$ cat config.mk
export PLATFORM = sky130hd
export DESIGN_NAME = dch_responder
export DESIGN_NICKNAME = d
export VERILOG_FILES = /design/src/rtl/dch_pkg.sv /design/src/rtl/dch_prio.sv /design/src/rtl/dch_irq_drive.sv /design/src/rtl/dch_ack_fsm.sv /design/src/rtl/dch_responder.sv
export SDC_FILE = /design/constraint.sdc
export NUM_CORES = 1
export LEC_CHECK = 0
export CAP_MARGIN = 20
export CORE_MARGIN = 2
export CORE_UTILIZATION = 32
export DETAILED_ROUTE_END_ITERATION = 10
export PLACE_DENSITY = 0.78
export SKIP_CTS_REPAIR_TIMING = 1
export SLEW_MARGIN = 10
export SYNTH_ARGS = -nofsm -noshare
export SYNTH_HDL_FRONTEND = slang
export SYNTH_HIERARCHICAL = 1
export SYNTH_SLANG_ARGS = --single-unit
$ cat constraint.sdc
create_clock -name clk -period 2.2 [get_ports clk]
set_input_delay 0.44 -clock clk [delete_from_list [all_inputs] [get_ports clk]]
set_output_delay 0.44 -clock clk [all_outputs]
set_load 0.02 [all_outputs]
$ cat src/rtl/dch_pkg.sv
package dch_pkg;
    typedef enum logic [1:0] {
        ST_IDLE   = 2'd0,
        ST_PASS   = 2'd1,
        ST_ANSWER = 2'd2,
        ST_TAIL   = 2'd3
    } dch_state_e;
endpackage

$ cat src/rtl/dch_prio.sv
module dch_prio #(
    parameter int NPTS = 8,
    localparam int IW  = (NPTS > 1) ? $clog2(NPTS) : 1
) (
    input  logic [NPTS-1:0] pend,
    output logic [IW-1:0]   win_idx
);
    // Scan upward: a later (higher) point overrides, so the top point wins.
    always_comb begin
        win_idx = '0;
        for (int i = 0; i < NPTS; i++) begin
            if (pend[i]) win_idx = IW'(i);
        end
    end
endmodule

$ cat src/rtl/dch_irq_drive.sv
module dch_irq_drive #(
    parameter int LW     = 3,
    localparam int NLINE = (1 << LW) - 1
) (
    input  logic          clk,
    input  logic          rst_n,
    input  logic          active,
    input  logic [LW-1:0] level,
    output logic [NLINE:1] irq_n
);
    for (genvar g = 1; g <= NLINE; g++) begin : g_line
        always_ff @(posedge clk) begin
            if (!rst_n) irq_n[g] <= 1'b1;
            else        irq_n[g] <= !(active && (level == LW'(g)));
        end
    end

    // at most one request line is driven at any time
    a_r2_single_line: assert property (@(posedge clk) disable iff (!rst_n)
        $countones(~irq_n) <= 1);
    // an inactive card releases every line on the next cycle
    a_r3_quiet: assert property (@(posedge clk) disable iff (!rst_n)
        !active |=> (&irq_n));
endmodule

$ cat src/rtl/dch_ack_fsm.sv
module dch_ack_fsm
    import dch_pkg::*;
#(
    parameter int VW = 8
) (
    input  logic          clk,
    input  logic          rst_n,
    input  logic          iackin_n,
    input  logic          ds_n,
    input  logic          match,
    input  logic [VW-1:0] vec_in,
    output logic          iackout_n,
    output logic          dtack_n,
    output logic [VW-1:0] vec_out,
    output logic          vec_oe
);
    dch_state_e state_q, state_d;
    logic [VW-1:0] vec_q;
    logic granted;

    assign granted = !iackin_n && !ds_n;

    always_comb begin
        state_d = state_q;
        unique case (state_q)
            ST_IDLE:   if (granted) state_d = match ? ST_ANSWER : ST_PASS;
            ST_PASS:   if (!granted) state_d = ST_TAIL;
            ST_ANSWER: if (!granted) state_d = ST_TAIL;
            ST_TAIL:   if (iackin_n && ds_n) state_d = ST_IDLE;
            default:   state_d = ST_IDLE;
        endcase
    end

    always_ff @(posedge clk) begin
        if (!rst_n) begin
            state_q <= ST_IDLE;
            vec_q   <= '0;
        end else begin
            state_q <= state_d;
            if (state_q == ST_IDLE && granted && match) vec_q <= vec_in;
        end
    end

    always_comb begin
        iackout_n = 1'b1;
        dtack_n   = 1'b1;
        vec_oe    = 1'b0;
        vec_out   = '0;
        unique case (state_q)
            ST_IDLE:   ;
            ST_PASS:   iackout_n = 1'b0;
            ST_ANSWER: begin
                dtack_n = 1'b0;
                vec_oe  = 1'b1;
                vec_out = vec_q;
            end
            ST_TAIL:   ;
            default:   ;
        endcase
    end

    // grant forwarding and acknowledge are mutually exclusive
    a_r7_exclusive: assert property (@(posedge clk) disable iff (!rst_n)
        !(!iackout_n && !dtack_n));
    // vector enable only while acknowledging
    a_r7_oe_with_ack: assert property (@(posedge clk) disable iff (!rst_n)
        vec_oe |-> !dtack_n);
    // a negated grant or strobe releases both outputs next cycle
    a_r6_release: assert property (@(posedge clk) disable iff (!rst_n)
        (iackin_n || ds_n) |=> (iackout_n && dtack_n));
    // forwarding only follows a live grant with strobe
    a_r5_pass_cause: assert property (@(posedge clk) disable iff (!rst_n)
        $fell(iackout_n) |-> $past(!iackin_n && !ds_n));
    // an acknowledge starts only after a level match
    a_r4_ack_cause: assert property (@(posedge clk) disable iff (!rst_n)
        $fell(dtack_n) |-> $past(match));
    // the vector does not move during an answer
    a_r9_stable_vec: assert property (@(posedge clk) disable iff (!rst_n)
        (!dtack_n && $past(!dtack_n)) |-> $stable(vec_out));
endmodule

$ cat src/rtl/dch_responder.sv
module dch_responder #(
    parameter int NPTS = 8,
    parameter int VW   = 8,
    parameter int LW   = 3,
    localparam int NLINE = (1 << LW) - 1,
    localparam int IW    = (NPTS > 1) ? $clog2(NPTS) : 1
) (
    input  logic              clk,
    input  logic              rst_n,
    input  logic [LW-1:0]     cfg_level,
    input  logic              cfg_glb_en,
    input  logic [NPTS-1:0]   pend,
    input  logic [NPTS*VW-1:0] vec_table,
    input  logic              iackin_n,
    input  logic              ds_n,
    input  logic [LW-1:0]     ack_lvl,
    output logic [NLINE:1]    irq_n,
    output logic              iackout_n,
    output logic              dtack_n,
    output logic [VW-1:0]     vec_out,
    output logic              vec_oe
);
    logic          active;
    logic          match;
    logic [IW-1:0] win_idx;
    logic [VW-1:0] vtab [NPTS];

    assign active = cfg_glb_en && (cfg_level != '0) && (|pend);
    assign match  = active && (ack_lvl == cfg_level);

    for (genvar g = 0; g < NPTS; g++) begin : g_vec
        assign vtab[g] = vec_table[g*VW +: VW];
    end

    dch_prio #(.NPTS(NPTS)) u_prio (
        .pend    (pend),
        .win_idx (win_idx)
    );

    dch_irq_drive #(.LW(LW)) u_irq (
        .clk    (clk),
        .rst_n  (rst_n),
        .active (active),
        .level  (cfg_level),
        .irq_n  (irq_n)
    );

    dch_ack_fsm #(.VW(VW)) u_fsm (
        .clk       (clk),
        .rst_n     (rst_n),
        .iackin_n  (iackin_n),
        .ds_n      (ds_n),
        .match     (match),
        .vec_in    (vtab[win_idx]),
        .iackout_n (iackout_n),
        .dtack_n   (dtack_n),
        .vec_out   (vec_out),
        .vec_oe    (vec_oe)
    );
endmodule

; ---- After elaboration in Yosys (flattened, before gate mapping)
; Index checks and enable logic that the tools add are counted.
[totals]
elab_cells = 72
regBits = 17
[classes]
eq_ne = 14
n_mux = 19
bitwise = 1
n_reduce_logical = 28
order_cmp = 1
[ops]
columns = op, count
row1 = $bmux 8 s3, 1
row2 = $mux 8, 3
row3 = $logic_and 1x1->1, 14
row4 = $eq 3x3->1 const B, 4
row5 = $mux 2, 6
row6 = $mux 3, 4
row7 = $logic_not 1->1, 9
row8 = $reduce_or 8->1, 1
row9 = $eq 3x2->1 const B, 2
row10 = $pmux 2 s3, 1
row11 = $eq 2x2->1 const B, 2
row12 = $ge 4x4->1 const B, 1
row13 = $mux 1, 4
row14 = $ne 2x1->1 const B, 2
row15 = $not 3->4, 1
row16 = $eq 3x1->1 const B, 1
row17 = $eq 3x3->1, 1
row18 = $reduce_and 3->1, 1
row19 = $reduce_bool 3->1, 1
row20 = $eq 2x1->1 const B, 1
row21 = $logic_not 2->1, 1
row22 = $ne 2x2->1 const B, 1
row23 = $reduce_or 2->1, 1

; ---- Depth between registers and ports, before layout
; Gate-level depths: netlist of the first run.
[depth]
ltp_word = 11
mapped_depth = 9
depth_no_buf = 7

; ---- By module
; The synthesis of the first run kept the hierarchy.
[by_module_without_submodules]
columns = mod, cells_each, seq_area_each_um2, area_per_inst_um2, n_inst
row1 = dch_responder, 37, 0.0, 610.6, 1
row2 = dch_ack_fsm, 57, 200.2, 571.8, 1
row3 = dch_irq_drive, 19, 140.1, 206.4, 1
row4 = dch_prio, 10, 0.0, 45.0, 1

; ---- Worst setup path before layout of the first run
; OpenSTA, ideal clock, no wires.
[synth_path]
kind = input to register
start = input port pend[2]
end = register u_fsm.vec_q[0]
slack_ns = 0.083
path_stages = 9
path_buffers = 2
arrival_ns = 2.001
required_time_ns = 2.084
cell_sequence = clkinv_1 > a21oi_1 > o31ai_1 > buf_6 > buf_12 > mux4_1 > mux2_2 > mux2i_1 > nor2b_1
[synth_via]
elab_chain_len = 10
[synth_rtl]
columns = element, line
row1 = start: declaration, dch_responder.sv:12  ; input logic [NPTS-1:0] pend,
row2 = $mux 2 (2 in a row), dch_prio.sv:12  ; if (pend[i]) win_idx = IW'(i);
row3 = $mux 3 (4 in a row), dch_prio.sv:12
row4 = via win_idx[0], dch_responder.sv:25  ; logic [IW-1:0] win_idx;
row5 = $not 3->4 (not written as such), dch_responder.sv:54  ; .vec_in (vtab[win_idx]),
row6 = $bmux 8 s3, dch_responder.sv:54
row7 = $mux 8 (not written as such) (2 in a row), dch_responder.sv:54
row8 = end signal: assignment, dch_ack_fsm.sv:40  ; if (state_q == ST_IDLE && granted && match) vec_q <= vec_in;
row9 = end: declaration, dch_ack_fsm.sv:18  ; logic [VW-1:0] vec_q;
; The timed path passes the listed nets, and every way through them passes these cells. The select of a mux whose other input is x is not followed.
; A chain may end at the register's enable or synchronous reset.

; ---- Worst setup path after layout of the first run
[layout_path]
start = input port pend[2]
end = register u_fsm.vec_q[5]
; Same word-level chain as after synthesis.

==> results of run 1 <==
stage by stage:
stage	total power [W]	hold slack, ps	setup WS, ps
after detailed placement	0.000980	498	-444
final	0.00124	510	134
after global placement	0.000968	492	-431
after CTS	0.00121	516	-183
after global routing	0.00132	534	45.2
after floorplan	0.000696	474	83.1
worst reg2reg max path, delay by kind of cell (launching register included):
kind / cells / cell delay (ps)
adders and majority gates: 1 / 340
buffers and inverters: 1 / 120
DFF: 1 / 390
AOI/OAI and AO/OA: 3 / 810
final cells by class:
| cell class | count | area (um^2) | area share [%] |
|---|---|---|---|
| well taps | 52 | 65.1 | 2.42 |
| repair buffers | 116 | 1210 | 44.9 |
| multi-input cells | 92 | 1000 | 37.2 |
| flip-flops and latches | 17 | 340 | 12.7 |
| clock buffers | 4 | 45.0 | 1.67 |
| inverters | 8 | 30.0 | 1.12 |
path summary, 6_finish.rpt:
kind	start	to	slack (ps)	cells after the start
max	pend[2]	u_fsm/vec_q[5]	130	9
min	u_fsm/vec_q[3]	u_fsm/vec_q[3]	510	2
max reg2reg	u_fsm/state_q[0]	u_fsm/state_q[1]	430	5
min reg2reg	u_fsm/vec_q[3]	u_fsm/vec_q[3]	510	2
routing by layer:
metal  vias to the layer above  track usage [%]  routed length (um)
met5                         -                0                   0
met4                         0             4.82                  86
met3                         8             1.42                 180
met2                        56             30.1                2240
met1                       675             17.3                1630
li1                        698                -                   -
cells in the mapped netlist (3+ instances only):
| cell | number | area, um^2 |
|---|---|---|
| sky130_fd_sc_hd__inv_1 | 6 | 22.5 |
| sky130_fd_sc_hd__dfxtp_1 | 17 | 340 |
| sky130_fd_sc_hd__xnor2_1 | 3 | 26.3 |
| sky130_fd_sc_hd__nand2_1 | 6 | 22.5 |
| sky130_fd_sc_hd__and2_1 | 8 | 50.1 |
| sky130_fd_sc_hd__nor2b_1 | 11 | 68.8 |
| sky130_fd_sc_hd__a21oi_1 | 3 | 15.0 |
| sky130_fd_sc_hd__nand4_1 | 4 | 25.0 |
| sky130_fd_sc_hd__ha_1 | 5 | 62.6 |
| sky130_fd_sc_hd__mux2_2 | 8 | 90.1 |
| sky130_fd_sc_hd__mux4_1 | 15 | 394 |
| sky130_fd_sc_hd__mux2i_1 | 8 | 80.1 |
state kept, by name, summed over array words and instances (netlist names):
name	flops
u_fsm/vec_q	8
u_irq/irq_n	7
u_fsm/state_q	2
cells by family after synthesis:
family          count (synthesis)  share of synthesized area [%]
xor+xnor                        3                           1.83
flops                          17                           23.7
mux                            32                           40.9
fa+ha+maj                       5                           4.36
buf+inv                        14                           5.41
compound gates                 11                           6.20
simple gates                   41                           17.5
report_power, final:
group / internal [W] / switching, W
Combinational: 0.000386 / 0.000269
Sequential: 0.000331 / 0.0000250
Clock: 0.000128 / 0.000100
==> metrics.md, run 1 <==
| Metric | Value |
|---|---|
| Outcome | completed |
| Max Buffers Root-to-Sink | 2 |
| Max Clock Skew | around 1.3 ps |
| Total number of yosys warnings | 6 |
| Final standard cell area without fillers | roughly 0.0027 mm^2 |
| Clock tree sinks | 17 |
| VDD IR-drop max | between 0.2 and 0.25 mV |
| Distinct cells, synth | 34 |
| Share of the clock period used by the worst path after layout | between 90% and 100% |
| Initial core utilization | between 30% and 40% |
| Proportion of register bits with asynchronous set or reset after synthesis | 0% |
| Signal arrival time at the worst endpoint | 2210 ps |
| Final global-route overflow total | 0 |
| Remaining routing DRC violations | 0 |
| Power density over the cells | roughly 460 mW/mm^2 |
| First-pass GRT wire length | a little over 6000 um |
| Cell chain of the critical path | dlymetal6s2s_1, clkinv_1, a21oi_2, o31ai_4, clkbuf_16, mux4_2, mux2_2, mux2i_1, nor2b_1 |
| Count of buffer and inverter cells on the critical path | 3 |
| Total routing resource utilization after global routing | 15.4% |
| Highest clock rate | between 400 and 500 MHz |
| Number of non-filler instances in the completed layout | 289 |
| Number of endpoints failing setup at the final stage | 0 |
| Final period demand of the worst path | approximately 2100 ps |
| Number of global-route vias before repair | roughly 1400 |
| Initial antenna violation count | 0 |
| Worst path top cell family by delay | multiplexers |
| Transition time of the tightest slew-check pin | 435 ps |
| Max H-tree Level | 1 |
| Initial DRT Pass Iterations | 4 |
| Number of flops mapped to enable cells by yosys | 0 |
| Input/output buffers | 100 |
| Net count after synthesis | 211 |
| Most used cells in the layout excluding fill and tap cells | sky130_fd_sc_hd__clkdlybuf4s50_1, sky130_fd_sc_hd__dfxtp_1, sky130_fd_sc_hd__dlymetal6s2s_1 |
| Clk slew on worst S/H paths | about 60 ps |
| Via-to-Cell Ratio | ~5.0 |
| Most common cell after layout, fill and taps aside | sky130_fd_sc_hd__clkdlybuf4s50_1 |
| Number of standard cells after synthesis | ~120 |
| Number of DRC markers in iteration 0 | 26 |
| Synthesis-to-layout area growth | 87.6% |
| Proportion of layout cells with a drive suffix above 1 | approximately a fifth |
| Final Routed Wirelength | slightly above 4000 um |
| Clock latency at the later pin of the worst-skew pair | between 200 and 300 ps |
| Leak pwr | 1.20 nW |
| Worst Path Class, Setup | primary input to flop |
| Vertical extent of the die | ~70 um |
| Utilization of the core after routing | a little over 60% |
| Most common flop cell mapped by yosys | sky130_fd_sc_hd__dfxtp_1 |
| Number of nets in the final layout | 326 |
| Total CTS buffers | 3 |
| Synth Cell Area | between 0.001 and 0.0015 mm^2 |
| Sequential fraction of the synthesis area | a little under a quarter |
| Die area | ~0.005 mm^2 |
| Final ANT Viol Nets | 0 |
| Yosys reg bits | 17 |
| Stage delay of the slowest cell on the critical path | approximately 500 ps |
| Fill cells | between 300 and 400 |
| Number of rows created at floorplan | 24 |
| Required time of the critical path | approximately 2300 ps |
| # IOs | 101 |
| CTS tree | done |
| Final sum of negative setup slack | 0 ps |
| Inserted Diodes | 0 |
| Maximum fanout encountered on the critical timing path | 8 |
| Library cell contributing the largest single delay on the critical path | sky130_fd_sc_hd__mux4_2 |
| Final GP Congestion | slightly above 0.7 |
| DP HPWL | about 3300 um |
| Pins over their slew limit | 0 |
| Relative slew slack | between 70% and 80% |
| Total number of vias | between 1000 and 1500 |
| Synthesized area per cell | 11.7 um^2 |
| Placement Cell Area | between 0.002 and 0.003 mm^2 |
| Core outline area | 0.00432 mm^2 |
| RSZ-0062 raised after global routing | no |
| Critical Path Sink Type | flop |
| Routed wirelength normalized by instance count | roughly 14 um |
| Clock tree root buffer cell | sky130_fd_sc_hd__clkbuf_8 |
| Placed Cells incl. Taps | about 280 |
| Max-capacitance violation count | 0 |
| Critical path launch point type | primary input |
| Pin count of the biggest net entering global routing | 17 |
| Hold/Removal Path Class | flop to flop |
| Horiz. Die Dim | 70.9 um |
| Final hold violation count | 0 |
No activity file was read; power rests on OpenSTA's default activity.
==> run 2, diff against run 1 <==
--- a/config.mk
+++ b/config.mk
@@ -5,10 +5,12 @@
 export SDC_FILE = /design/constraint.sdc
 export NUM_CORES = 1
 export LEC_CHECK = 0
+export ABC_CLOCK_PERIOD_IN_PS = 1800
 export CAP_MARGIN = 20
 export CORE_MARGIN = 2
 export CORE_UTILIZATION = 32
 export DETAILED_ROUTE_END_ITERATION = 10
+export HOLD_SLACK_MARGIN = 0.05
 export PLACE_DENSITY = 0.78
 export SKIP_CTS_REPAIR_TIMING = 1
 export SLEW_MARGIN = 10
==> constraint.sdc (replaced) <==
create_clock -name clk -period 1.8 [get_ports clk]
set_input_delay 0.36 -clock clk [delete_from_list [all_inputs] [get_ports clk]]
set_output_delay 0.36 -clock clk [all_outputs]
set_load 0.02 [all_outputs]
==> run 2 against run 1 <==
- sequential power rose by 19%
- critical endpoint is now u_fsm/vec_q[3]
- clock skew barely moved
- largest power group unchanged
- the flow now finishes with violations (negative setup slack)
- routed wire length rose by 8.6%
- first-iteration DRC count rose by 110%
==> metrics.md, run 2 (synthesized netlist as in run 1, its figures left out) <==
| Metric | Value |
|---|---|
| Relative slew slack | 74.9% (+3.9 points) |
| Hold Path End | u_fsm/vec_q[2] |
| Clock power frac | 16.7% (-1.7 points) |
| RSZ-0062 raised after global routing | yes |
| Largest register FFs | 8 (unchanged) |
| Maximum fanout encountered on the critical timing path | 8 (unchanged) |
| Core outline area | 0.00432 mm^2 (unchanged) |
| Hold slack | 511 ps (+0.310 ps) |
| Synthesis-to-layout area growth | 98.6% |
| Max H-tree Level | 1 (unchanged) |
| Clk slew on worst S/H paths | 60 ps (about the same) |
| Initial DRT Pass Iterations | 4 (unchanged) |
| DP HPWL | 3660 um (+12%) |
| Depth of the most critical reg-to-reg path | 7 (+2) |
| Leak pwr | 1.32 nW (+9.9%) |
| Sequential cell fraction of total power | 25.3% (-3.4 points) |
| Crit Reg-Reg Endpoint | u_fsm/state_q[1] |
| Horiz. Die Dim | 70.9 um (unchanged) |
| Max-capacitance violation count | 0 (unchanged) |
| CTS tree | done |
| Worst Hold Launch | u_fsm/vec_q[2] |
| Most common cell after layout, fill and taps aside | sky130_fd_sc_hd__clkdlybuf4s50_1 |
| Share of the clock period used by the worst path after layout | 106% |
| Final Routed Wirelength | 4490 um (+8.6%) |
| Fill cells | 342 (-9.0%) |
| VDD IR-drop max | 0.388 mV (+57%) |
| Combinational cell fraction of total power | 57.9% (+5.1 points) |
| Total routing resource utilization after global routing | 16.4% (+1.0 points) |
| Max Buffers Root-to-Sink | 2 (unchanged) |
| Max Clock Skew | 1.04 ps (-0.258 ps) |
| Cell-internal power | 0.00115 W (+36%) |
| Total CTS buffers | 3 (unchanged) |
| # IOs | 101 (unchanged) |
| Final global-route overflow total | 0 (unchanged) |
| Number of DRC markers in iteration 0 | 55 (+110%) |
| Vertical extent of the die | 70.9 um (unchanged) |
| Clock tree sinks | 17 (unchanged) |
| Hold/Removal Path Class | flop to flop |
| Hold-critical path depth | 2 (unchanged) |
| Net switching share of the total power | 31.6% (-0.23 points) |
| Outcome | finished with violations |
| Final GP Congestion | 0.865 (+20%) |
| Most used cells in the layout excluding fill and tap cells | sky130_fd_sc_hd__clkdlybuf4s50_1, sky130_fd_sc_hd__buf_4, sky130_fd_sc_hd__dlymetal6s2s_1 |
| Signal arrival time at the worst endpoint | 2040 ps (-170 ps) |
| Clock tree root buffer cell | sky130_fd_sc_hd__clkbuf_8 |
| Power density over the cells | 588 mW/mm^2 (+28%) |
| Final period demand of the worst path | 1900 ps |
| Slack of the critical path | -103 ps (-237 ps) |
| Die area | 0.00503 mm^2 (unchanged) |
| Number of rows created at floorplan | 24 (unchanged) |
| Reported net switching power | 0.000528 W (+34%) |
| Pin count of the biggest net entering global routing | 17 (unchanged) |
| Required time of the critical path | 1940 ps (-400 ps) |
| Transition time of the tightest slew-check pin | 376 ps (-59.0 ps) |
| Proportion of layout cells with a drive suffix above 1 | 28.9% (+8.6 points) |
| Initial antenna violation count | 0 (unchanged) |
| Remaining routing DRC violations | 0 (unchanged) |
| Via-to-Cell Ratio | 4.97 (-0.12%) |
| Routed wirelength normalized by instance count | 15.1 um (+5.3%) |
| Violated checks | negative setup slack |
| Final ANT Viol Nets | 0 (unchanged) |
| Pins over their slew limit | 0 (unchanged) |
| Final hold violation count | 0 (unchanged) |
| Clock latency at the later pin of the worst-skew pair | 250 ps (about the same) |
| Input/output buffers | 100 (unchanged) |
| Place WS | -874 ps (-430 ps) |
| Worst Path Class, Setup | primary input to flop |
| First-pass GRT wire length | 6630 um (+7.7%) |
| Highest clock rate | ~530 MHz |
| Total number of vias | 1480 (+3.0%) |
| Origin of the critical flop-to-flop path | u_fsm/state_q[0] |
| Number of global-route vias before repair | 1465 (+4.5%) |
| Critical path launch point type | primary input |
| Final sum of negative setup slack | -639 ps (-639 ps) |
| Register containing the most flip-flops in the final layout | u_fsm/vec_q |
| Flop2flop setup slack | 120 ps (-310 ps) |
| Number of nets in the final layout | 335 (+2.8%) |
| Largest registers in the final layout | u_fsm/vec_q x8, u_irq/irq_n x7, u_fsm/state_q x2 |
| Initial core utilization | 33.2% (unchanged) |
| Critical Path Sink Type | flop |
| Inserted Diodes | 0 (unchanged) |
| Number of endpoints failing setup at the final stage | 8 (+8) |
==> run 2: changes by cell type in the layout (fill, tap and decap cells not counted), sizes merged <==
cell           before  now
buf                15   26
clkdlybuf4s50      85   78
clkbuf              5    7
dlymetal6s2s       15   17
clkinv              1    2
==> run 2: layout make-up <==
class                   count  area [um^2]  area share, %
clock buffers               3         41.3           1.45
flip-flops and latches     17          342           12.0
multi-input cells          92         1060           37.3
repair buffers            125         1290           45.3
inverters                   8         42.5           1.49
clock inverters             1         5.00          0.176
well taps                  52         65.1           2.28
==> run 2: worst max-delay path by stage <==
| stage | end | cells past startpoint | startpoint |
|---|---|---|---|
| after floorplan | u_fsm/vec_q[2] | 9 | pend[2] |
| after global placement | u_fsm/vec_q[5] | 9 | pend[2] |
| after global routing | u_fsm/vec_q[2] | 9 | pend[2] |
| after detailed placement | u_fsm/vec_q[5] | 9 | pend[2] |
| after CTS | u_fsm/vec_q[5] | 9 | pend[2] |
| final | u_fsm/vec_q[3] | 9 | pend[2] |
==> run 2: metal layers <==
layer  global-route usage [%]  part of all wire, %  up-vias
met3                     1.28                  4.8        6
met2                     29.4                   55       63
met4                     5.66                  1.6        0
met1                     20.8                   39      694
met5                        0                    0        -
li1                         -                    -      717
==> run 2: metrics by stage <==
step	instance area, um^2	instances	utilization, %	total power (W)
6_report	2850	298	65.9	0.00167
5_1_grt	2850	298	65.9	0.00179
4_1_cts	2730	296	63.1	0.00160
3_5_place_dp	2680	292	62.0	0.00132
3_3_place_gp	2680	292	62.0	0.00131
2_1_floorplan	1430	123	-	0.000865
==> run 2: power by group through the flow <==
stage	clock network (W)	registers, W	logic, W
3_3_place_gp	0	0.000424	0.000881
3_5_place_dp	0	0.000425	0.000894
6_report	0.000280	0.000424	0.000970
2_1_floorplan	0	0.000436	0.000429
4_1_cts	0.000286	0.000417	0.000899
5_1_grt	0.000301	0.000428	0.00106
==> run 2: worst max-delay path: stages <==
cell                        delay [ps]
sky130_fd_sc_hd__buf_8             110
sky130_fd_sc_hd__clkinv_8           40
sky130_fd_sc_hd__a21oi_4            40
sky130_fd_sc_hd__o31ai_4           290
sky130_fd_sc_hd__clkbuf_16         240
sky130_fd_sc_hd__mux4_2            490
sky130_fd_sc_hd__mux2_4            290
sky130_fd_sc_hd__mux2i_1           130
sky130_fd_sc_hd__nor2b_1            60
